**src/rtl/pwm_meas_pkg.sv**
```systemverilog
package pwm_meas_pkg;
  localparam int unsigned NUM_CH = 2;
  localparam logic [1:0] SEL_DIRECT = 2'b01;
  localparam logic [1:0] SEL_CROSS  = 2'b10;
  localparam logic [2:0] TRIG_CH1_FILT = 3'b101;

  function automatic logic [1:0] ch_sel_code(input int unsigned ch);
    return (ch == 0) ? SEL_DIRECT : SEL_CROSS;
  endfunction
endpackage

```
**src/rtl/pwm_in_filter.sv**
```systemverilog
module pwm_in_filter #(
  parameter int unsigned FILT_W = 4
) (
  input  logic              clk_i,
  input  logic              rst_ni,
  input  logic              pin_i,
  input  logic [FILT_W-1:0] len_i,
  output logic              lvl_o
);
  logic [1:0]        sync_q;
  logic [FILT_W-1:0] run_q;
  logic              lvl_q;
  logic              accept;

  assign accept = (len_i == '0) ||
                  (({1'b0, run_q} + 1'b1) >= {1'b0, len_i});

  always_ff @(posedge clk_i or negedge rst_ni) begin
    if (!rst_ni) begin
      sync_q <= '0;
      run_q  <= '0;
      lvl_q  <= 1'b0;
    end else begin
      sync_q <= {sync_q[0], pin_i};
      if (sync_q[1] == lvl_q) begin
        run_q <= '0;
      end else if (accept) begin
        lvl_q <= sync_q[1];
        run_q <= '0;
      end else begin
        run_q <= run_q + 1'b1;
      end
    end
  end

  assign lvl_o = lvl_q;
endmodule

```
**src/rtl/pwm_cap_chan.sv**
```systemverilog
module pwm_cap_chan #(
  parameter int unsigned CNT_W = 16
) (
  input  logic             clk_i,
  input  logic             rst_ni,
  input  logic             lvl_i,
  input  logic             sel_ok_i,
  input  logic             pol_i,
  input  logic             en_i,
  input  logic             flag_clr_i,
  input  logic             ovc_clr_i,
  input  logic [CNT_W-1:0] cnt_i,
  output logic             edge_o,
  output logic [CNT_W-1:0] cap_o,
  output logic             flag_o,
  output logic             ovc_o
);
  logic             src, src_q;
  logic             cap_evt;
  logic [CNT_W-1:0] cap_q;
  logic             flag_q, ovc_q;

  // unmapped select parks the input low
  assign src     = sel_ok_i & lvl_i;
  assign edge_o  = pol_i ? (src_q & ~src) : (src & ~src_q);
  assign cap_evt = edge_o & en_i;

  always_ff @(posedge clk_i or negedge rst_ni) begin
    if (!rst_ni) begin
      src_q  <= 1'b0;
      cap_q  <= '0;
      flag_q <= 1'b0;
      ovc_q  <= 1'b0;
    end else begin
      src_q <= src;
      if (cap_evt) cap_q <= cnt_i;
      if (cap_evt)         flag_q <= 1'b1;
      else if (flag_clr_i) flag_q <= 1'b0;
      if (cap_evt && flag_q && !flag_clr_i) ovc_q <= 1'b1;
      else if (ovc_clr_i)                   ovc_q <= 1'b0;
    end
  end

  assign cap_o  = cap_q;
  assign flag_o = flag_q;
  assign ovc_o  = ovc_q;
endmodule

```
**src/rtl/pwm_free_cnt.sv**
```systemverilog
module pwm_free_cnt #(
  parameter int unsigned CNT_W = 16
) (
  input  logic             clk_i,
  input  logic             rst_ni,
  input  logic             clr_i,
  input  logic             ovf_clr_i,
  output logic [CNT_W-1:0] cnt_o,
  output logic             ovf_o
);
  logic [CNT_W-1:0] cnt_q;
  logic             ovf_q;

  always_ff @(posedge clk_i or negedge rst_ni) begin
    if (!rst_ni) begin
      cnt_q <= '0;
      ovf_q <= 1'b0;
    end else begin
      cnt_q <= clr_i ? '0 : cnt_q + 1'b1;
      if (!clr_i && (cnt_q == '1)) ovf_q <= 1'b1;
      else if (ovf_clr_i)          ovf_q <= 1'b0;
    end
  end

  assign cnt_o = cnt_q;
  assign ovf_o = ovf_q;
endmodule

```
**src/rtl/pwm_meas.sv**
```systemverilog
module pwm_meas
  import pwm_meas_pkg::*;
#(
  parameter int unsigned CNT_W  = 16,
  parameter int unsigned FILT_W = 4
) (
  input  logic              clk_i,
  input  logic              rst_ni,
  input  logic              pwm_i,
  input  logic [FILT_W-1:0] filt_len_i,
  input  logic [1:0]        ch1_sel_i,
  input  logic [1:0]        ch2_sel_i,
  input  logic              ch1_pol_i,
  input  logic              ch2_pol_i,
  input  logic [2:0]        trig_sel_i,
  input  logic              slave_rst_en_i,
  input  logic [1:0]        cap_en_i,
  input  logic [1:0]        cap_flag_clr_i,
  input  logic [1:0]        ovc_clr_i,
  input  logic              ovf_clr_i,
  output logic [CNT_W-1:0]  cap1_o,
  output logic [CNT_W-1:0]  cap2_o,
  output logic [1:0]        cap_flag_o,
  output logic [1:0]        ovc_flag_o,
  output logic              ovf_o,
  output logic [CNT_W-1:0]  cnt_o
);
  logic             lvl_w;
  logic             trig_w;
  logic [CNT_W-1:0] cnt_w;
  logic [1:0]       sel_w [NUM_CH];
  logic             pol_w [NUM_CH];
  logic             edge_w [NUM_CH];
  logic [CNT_W-1:0] cap_w [NUM_CH];
  logic             unused_edge;

  assign sel_w[0] = ch1_sel_i;
  assign sel_w[1] = ch2_sel_i;
  assign pol_w[0] = ch1_pol_i;
  assign pol_w[1] = ch2_pol_i;

  pwm_in_filter #(.FILT_W(FILT_W)) u_filt (
    .clk_i  (clk_i),
    .rst_ni (rst_ni),
    .pin_i  (pwm_i),
    .len_i  (filt_len_i),
    .lvl_o  (lvl_w)
  );

  for (genvar g = 0; g < NUM_CH; g++) begin : g_ch
    pwm_cap_chan #(.CNT_W(CNT_W)) u_chan (
      .clk_i      (clk_i),
      .rst_ni     (rst_ni),
      .lvl_i      (lvl_w),
      .sel_ok_i   (sel_w[g] == ch_sel_code(g)),
      .pol_i      (pol_w[g]),
      .en_i       (cap_en_i[g]),
      .flag_clr_i (cap_flag_clr_i[g]),
      .ovc_clr_i  (ovc_clr_i[g]),
      .cnt_i      (cnt_w),
      .edge_o     (edge_w[g]),
      .cap_o      (cap_w[g]),
      .flag_o     (cap_flag_o[g]),
      .ovc_o      (ovc_flag_o[g])
    );
  end

  // reset-mode slave: channel 1 edge clears the shared counter
  assign trig_w      = slave_rst_en_i && (trig_sel_i == TRIG_CH1_FILT) && edge_w[0];
  assign unused_edge = edge_w[1];

  pwm_free_cnt #(.CNT_W(CNT_W)) u_cnt (
    .clk_i     (clk_i),
    .rst_ni    (rst_ni),
    .clr_i     (trig_w),
    .ovf_clr_i (ovf_clr_i),
    .cnt_o     (cnt_w),
    .ovf_o     (ovf_o)
  );

  assign cnt_o  = cnt_w;
  assign cap1_o = cap_w[0];
  assign cap2_o = cap_w[1];
endmodule

```
**config.mk**
```make
export PLATFORM = sky130hd
export DESIGN_NAME = pwm_meas
export DESIGN_NICKNAME = d
export VERILOG_FILES = /design/src/rtl/pwm_meas_pkg.sv /design/src/rtl/pwm_in_filter.sv /design/src/rtl/pwm_cap_chan.sv /design/src/rtl/pwm_free_cnt.sv /design/src/rtl/pwm_meas.sv
export SDC_FILE = /design/constraint.sdc
export NUM_CORES = 1
export LEC_CHECK = 0
export BUFFER_PORTS_ARGS = -buffer_cell sky130_fd_sc_hd__buf_2
export CORE_AREA = 2 2 80 82
export DETAILED_ROUTE_END_ITERATION = 8
export DIE_AREA = 0 0 82 84
export PLACE_DENSITY = 0.69
export SLEW_MARGIN = 30
export SYNTH_ARGS = -nofsm -noshare
export SYNTH_HDL_FRONTEND = slang
export SYNTH_SLANG_ARGS = --single-unit
```
**constraint.sdc**
```tcl
create_clock -name clk_i -period 2.49 [get_ports clk_i]
set_input_delay 0.3735 -clock clk_i [delete_from_list [all_inputs] [get_ports clk_i]]
set_output_delay 0.3735 -clock clk_i [all_outputs]
set_load 0.005 [all_outputs]
```
* Word-level counts from Yosys, hierarchy flattened
Index checks and enable logic that the tools add are counted.
** Word-level totals
- Bits of input ports :: 24
- Bits in registers :: 62
- Output and inout port bits :: 53
** Operators by class
- Add/sub/neg operators :: 3
- Equality and inequality tests :: 5
- Multiplexer cells :: 15
- Bitwise gates (word level) :: 13
- Reduce and logical (&&, ||, !) cells :: 18
- Magnitude comparators :: 1
** Operators by type and width (number)
- adder 16 x 1 -> 16 bit (second input constant) :: 1
- == test 16 bit (second input constant) :: 1
- two-way mux 16 bit :: 1
- two-way mux 1 bit :: 12
- nonzero test 2 bit :: 5
- AND 1 bit :: 8
- two-way mux 4 bit :: 2
- logical AND 1 bit :: 7
- adder 4 x 1 -> 5 bit (second input constant) :: 1
- greater-or-equal comparator 5 x 4 -> 1 bit :: 1
- inverter 1 bit :: 5
- adder 4 x 1 -> 4 bit (second input constant) :: 1
- logical NOT 4 bit :: 1
- == test 3 bit (second input constant) :: 1
- logical NOT 1 bit :: 3
- == test 2 x 1 -> 1 bit (second input constant) :: 1
- == test 2 bit (second input constant) :: 1
- AND reduction 2 bit :: 1
- == test 1 bit :: 1
- logical OR 1 bit :: 1

* Logic depth before layout (Yosys ltp)
- Depth after elaboration :: 9
- Depth in mapped cells :: 6
- Gate-level depth less buffers :: 6

* By module
Synthesis repeated with hierarchy kept, for this count alone.
** Second synthesis, totals
- Cells, all modules :: 213
- Area, all modules :: 2807.7 um2
** Modules (own cells, without submodules)
- pwm_cap_chan :: cells an instance 45, times used 2, area an instance 768.2 um2
- pwm_free_cnt :: cells an instance 86, times used 1, area an instance 869.6 um2
- pwm_in_filter :: cells an instance 32, times used 1, area an instance 374.1 um2
- pwm_meas :: cells an instance 5, times used 1, area an instance 27.5 um2

* Least setup slack after synthesis
Ideal clock, no wire load.
- Path type :: input to register
- Start point :: input ch2_sel_i[0]
- End point :: register g_ch[1].u_chan.cap_q[10]
- Slack :: 0.754 ns
- Data required time :: 2.365 ns
- Setup time :: 0.125 ns
- Cell stages on the path :: 5
- Arrival time :: 1.612 ns
- Buffers on the path :: 1
- Cell sequence :: nand3b_1 -> and3_1 -> o21ai_2 -> buf_4 -> mux2_2
** On the way
- Cells in the longest elaborated chain, start to end :: 6
** Ends and longest elaborated chain
- start, declared :: RTL line pwm_meas.sv:12 : input logic [1:0] ch2_sel_i,
- == test 2 bit * :: RTL line pwm_meas.sv:55 : .sel_ok_i (sel_w[g] == ch_sel_code(g)),
- AND 1 bit * :: RTL line pwm_cap_chan.sv:24 : assign src = sel_ok_i & lvl_i;
- inverter 1 bit :: RTL line pwm_cap_chan.sv:25 : assign edge_o = pol_i ? (src_q & ~src) : (src & ~src_q);
- AND 1 bit :: RTL line pwm_cap_chan.sv:25
- two-way mux 1 bit * :: RTL line pwm_cap_chan.sv:25
- AND 1 bit * :: RTL line pwm_cap_chan.sv:26 : assign cap_evt = edge_o & en_i;
- end signal, assigned :: RTL line pwm_cap_chan.sv:36 : if (cap_evt) cap_q <= cnt_i;
- end, declared :: RTL line pwm_cap_chan.sv:20 : logic [CNT_W-1:0] cap_q;
Mark *: on every way between the ends. The rest lies on a longest branch, timed or not.
A chain may end at the register's enable or synchronous reset.

* Worst setup path after layout
- Start point :: register u_filt.run_q[0]
- End point :: register u_filt.lvl_q, in the netlist u_filt.lvl_o
** On the way
- Cells in the longest elaborated chain, start to end :: 4
** Ends and longest elaborated chain
- start, declared :: RTL line pwm_in_filter.sv:11 : logic [FILT_W-1:0] run_q;
- start signal, assigned :: RTL line pwm_in_filter.sv:31 : run_q <= run_q + 1'b1;
- adder 4 x 1 -> 5 bit :: RTL line pwm_in_filter.sv:16 : (({1'b0, run_q} + 1'b1) >= {1'b0, len_i});
- greater-or-equal comparator 5 x 4 -> 1 bit :: RTL line pwm_in_filter.sv:16
- logical OR 1 bit :: RTL line pwm_in_filter.sv:15 : assign accept = (len_i == '0) ||
- AND reduction 2 bit (no line)
- end signal, assigned :: RTL line pwm_in_filter.sv:28 : lvl_q <= sync_q[1];
- end, declared :: RTL line pwm_in_filter.sv:12 : logic lvl_q;
Every way passes these cells.

==> metrics.md <==
| Metric | Value |
|---|---|
| Status | finished clean |
| Fin. max-slew vios | 0 |
| Primary FF master, synth | dfrtp_1 |
| CTS tree | done |
| Area post-placement | 3109 um2 |
| Clock Sinks | 62 |
| Post-DP HPWL | 3744 um |
| Post-synth ARST share | 100.0% |
| Chip height | 84 um |
| DR iter-0 viols | 55 |
| Post_cts resized | 0 |
| Worst vdd ir | 0.4440 mV |
| Die area | 6888 um2 |
| Worst-path maximum fanout | 4 |
| Crit end category | register |
| Final hold slack | 77.46 ps |
| # rows | 29 |
| Final setup fails | 0 |
| Placed insts | 358 |
| Share of layout cells above drive strength 1 | 44.44% |
| Total track usage | 16.85% |
| Syn Inst Count | 209 |
| Setup Skew | 4.507 ps |
| Post-Synthesis Cell Area | 2636 um2 |
| RD Place Congestion | 0.8052 |
| CP Launch Type | register |
| Fmax | 0.5310 GHz |
| Vias in the first global route | 1,868 |
| H-tree Lvls | 3 |
| Fin cells | 374 |
| Total power | 2.991 mW |
| Design area | 3324 um2 |
| Hold Buf Count CTS | 0 |
| Max cap viols | 0 |
| HP Class | primary input to asynchronous set/reset pin |
| Vias | 1,829 |
| Slew of the pin with the lowest slew margin | 688.2 ps |
| Final Hold Vio Count | 0 |
| Worst-path clk slew | 70 ps |
| Port bufs | 76 |
| WL final | 5187 um |
| Slew margin rel. | 54.12% |
| Post-synthesis cell type count | 35 |
| Num CTS Buffers | 9 |
| Fin Setup TNS | 0 ps |
| Avg Cell Area, Syn | 12.61 um2 |
| Post-synth EDFFs | 0 |
| Per-cell routed wire length | 13.87 um |
| Final ANT Viol Nets | 0 |
| Yosys reg bits | 62 |
| Crit path DAT | 2100 ps |
| Later-pin clock latency in the skew report | 330 ps |
| Root Buffer | clkbuf_8 |
| IO Count | 77 |
| Initial antenna violation count | 0 |
| P&R area growth vs syn | 26.10% |
| Fin crit period | 1883 ps |
| Worst path required time | 2700 ps |
| Layout Nets | 322 |
| Post-synthesis sequential area ratio | 58.85% |
| Type of the worst setup path | register to register |
| Leakage | 1.760 nW |
| Fin crit share | 75.63% |
| DRC | 0 |
| Grt total ovfl | 0 |
| RSZ-0062 raised after global routing | false |
| Pwr Density | 899.7 nW/um2 |
| Max clock buf depth | 2 |
| Via/cell ratio | 4.890 |
| Core ar. | 6096 um2 |
| First-pass GRT wire length | 8735 um |
| Ant. Diodes | 0 |
| Postcts setup bufs | 0 |
| Largest net degree at the start of global routing | 35 |
| Die Wd | 82 um |
| Initial core utilization | 43.25% |
| Ys Warns | 0 |
| Net Count, Synth | 239 |
| First-pass detailed-route iteration total | 5 |
==> report_power, final <==
| group | total [mW] | internal (mW) | switching, mW |
|---|---|---|---|
| Sequential | 1.41 | 1.21 | 0.196 |
| Clock | 0.950 | 0.588 | 0.362 |
| Combinational | 0.632 | 0.351 | 0.281 |
==> routing by layer <==
| metal | wire (um) | part of all wire [%] | up-vias | GRT usage, % |
|---|---|---|---|---|
| li1 | - | - | 884 | - |
| met1 | 2426 | 47 | 893 | 21.91 |
| met2 | 2404 | 46 | 44 | 25.20 |
| met3 | 259 | 5.0 | 8 | 4.221 |
| met4 | 97 | 1.9 | 0 | 9.697 |
| met5 | 0 | 0 | - | 0 |
==> registers in the layout, summed over array words and instances, names as in the netlist <==
signal              cells
u_filt.run_q            4
u_filt.sync_q           2
g_ch.u_chan.cap_o      32
g_ch.u_chan.ovc_o       2
g_ch.u_chan.src_q       2
g_ch.u_chan.flag_o      2
u_cnt.ovf_o             1
u_cnt.cnt_o            16
u_filt.lvl_o            1
==> critical path, stage by stage (launching register included) <==
cell and delay (ps):
dfrtp_1 420, ha_1 240, xor2_1 180, ha_1 200
a211oi_1 290, o21ai_0 150, mux2_2 290
==> metrics by stage <==
stage / worst slack [ps] / util (%)
2_1_floorplan: 753.5 / -
5_1_grt: 458.6 / 54.54
4_1_cts: 618.1 / 54.54
3_5_place_dp: 635.9 / 51.01
3_3_place_gp: 676.2 / 51.01
6_report: 606.7 / 54.54
==> cells by family (layout without fill, tap and decap cells) <==
logic type / after synthesis / in the layout / synth area share [%]
compound gates: 11 / 11 / 2.895
mux: 34 / 34 / 14.48
xor+xnor: 16 / 16 / 5.315
flops: 62 / 62 / 58.85
simple gates: 61 / 61 / 12.06
buf+inv: 19 / 107 / 3.560
fa+ha+maj: 6 / 6 / 2.848
==> cell usage after synthesis, types with 2 or more instances <==
cell type	n	area [um2]
o22ai_1	2	12.51
mux2_2	33	371.6
xor2_1	5	43.79
dfrtp_1	62	1551
nor2b_1	3	18.77
nand4_1	4	25.02
nand2b_1	3	18.77
buf_4	5	37.54
nor3_1	5	25.02
buf_2	3	15.01
inv_1	11	41.29
nor4_1	3	18.77
o21ai_0	2	10.01
nand3_1	4	20.02
xnor2_1	11	96.34
and3_1	2	12.51
nand2_1	11	41.29
ha_1	6	75.07
nor2_1	18	67.56
==> worst paths after layout <==
check / start / endpoint / slack (ps) / cells past startpoint
max: u_filt.run_q[0]$_DFF_PN0_ / u_filt.lvl_o$_DFFE_PN0P_ / 610 / 6
min: rst_ni / g_ch[1].u_chan.ovc_o$_DFFE_PN0P_ / 80 / 1
max reg2reg: u_filt.run_q[0]$_DFF_PN0_ / u_filt.lvl_o$_DFFE_PN0P_ / 610 / 6
min reg2reg: u_filt.sync_q[0]$_DFF_PN0_ / u_filt.sync_q[1]$_DFF_PN0_ / 350 / 0
max in group asynchronous: rst_ni / g_ch[0].u_chan.cap_o[0]$_DFFE_PN0P_ / 1790 / 2
min in group clk_i: pwm_i / u_filt.sync_q[0]$_DFF_PN0_ / 160 / 1
==> cell usage in the layout (no fill, tap or decap), types with 3 or more instances in the layout <==
master / n
ha_1: 6
nor2_1: 18
nand3_1: 4
nor2b_1: 3
xnor2_1: 11
nand2_1: 11
buf_4: 3
buf_2: 76
inv_1: 11
nor3_1: 5
nand2b_1: 3
nand4_1: 4
mux2_2: 33
xor2_1: 5
dfrtp_1: 62
nor4_1: 3
clkbuf_8: 10
==> layout make-up <==
| cell class | instances | area (um2) |
|---|---|---|
| inverters | 11 | 41.29 |
| well taps | 77 | 96.34 |
| clock buffers | 12 | 145.1 |
| repair buffers | 80 | 422.9 |
| clock inverters | 4 | 70.07 |
| flip-flops and latches | 62 | 1551 |
| fillers | 566 | 2771 |
| multi-input cells | 128 | 997.2 |
Note: power is estimated with default switching activity, not from simulation.
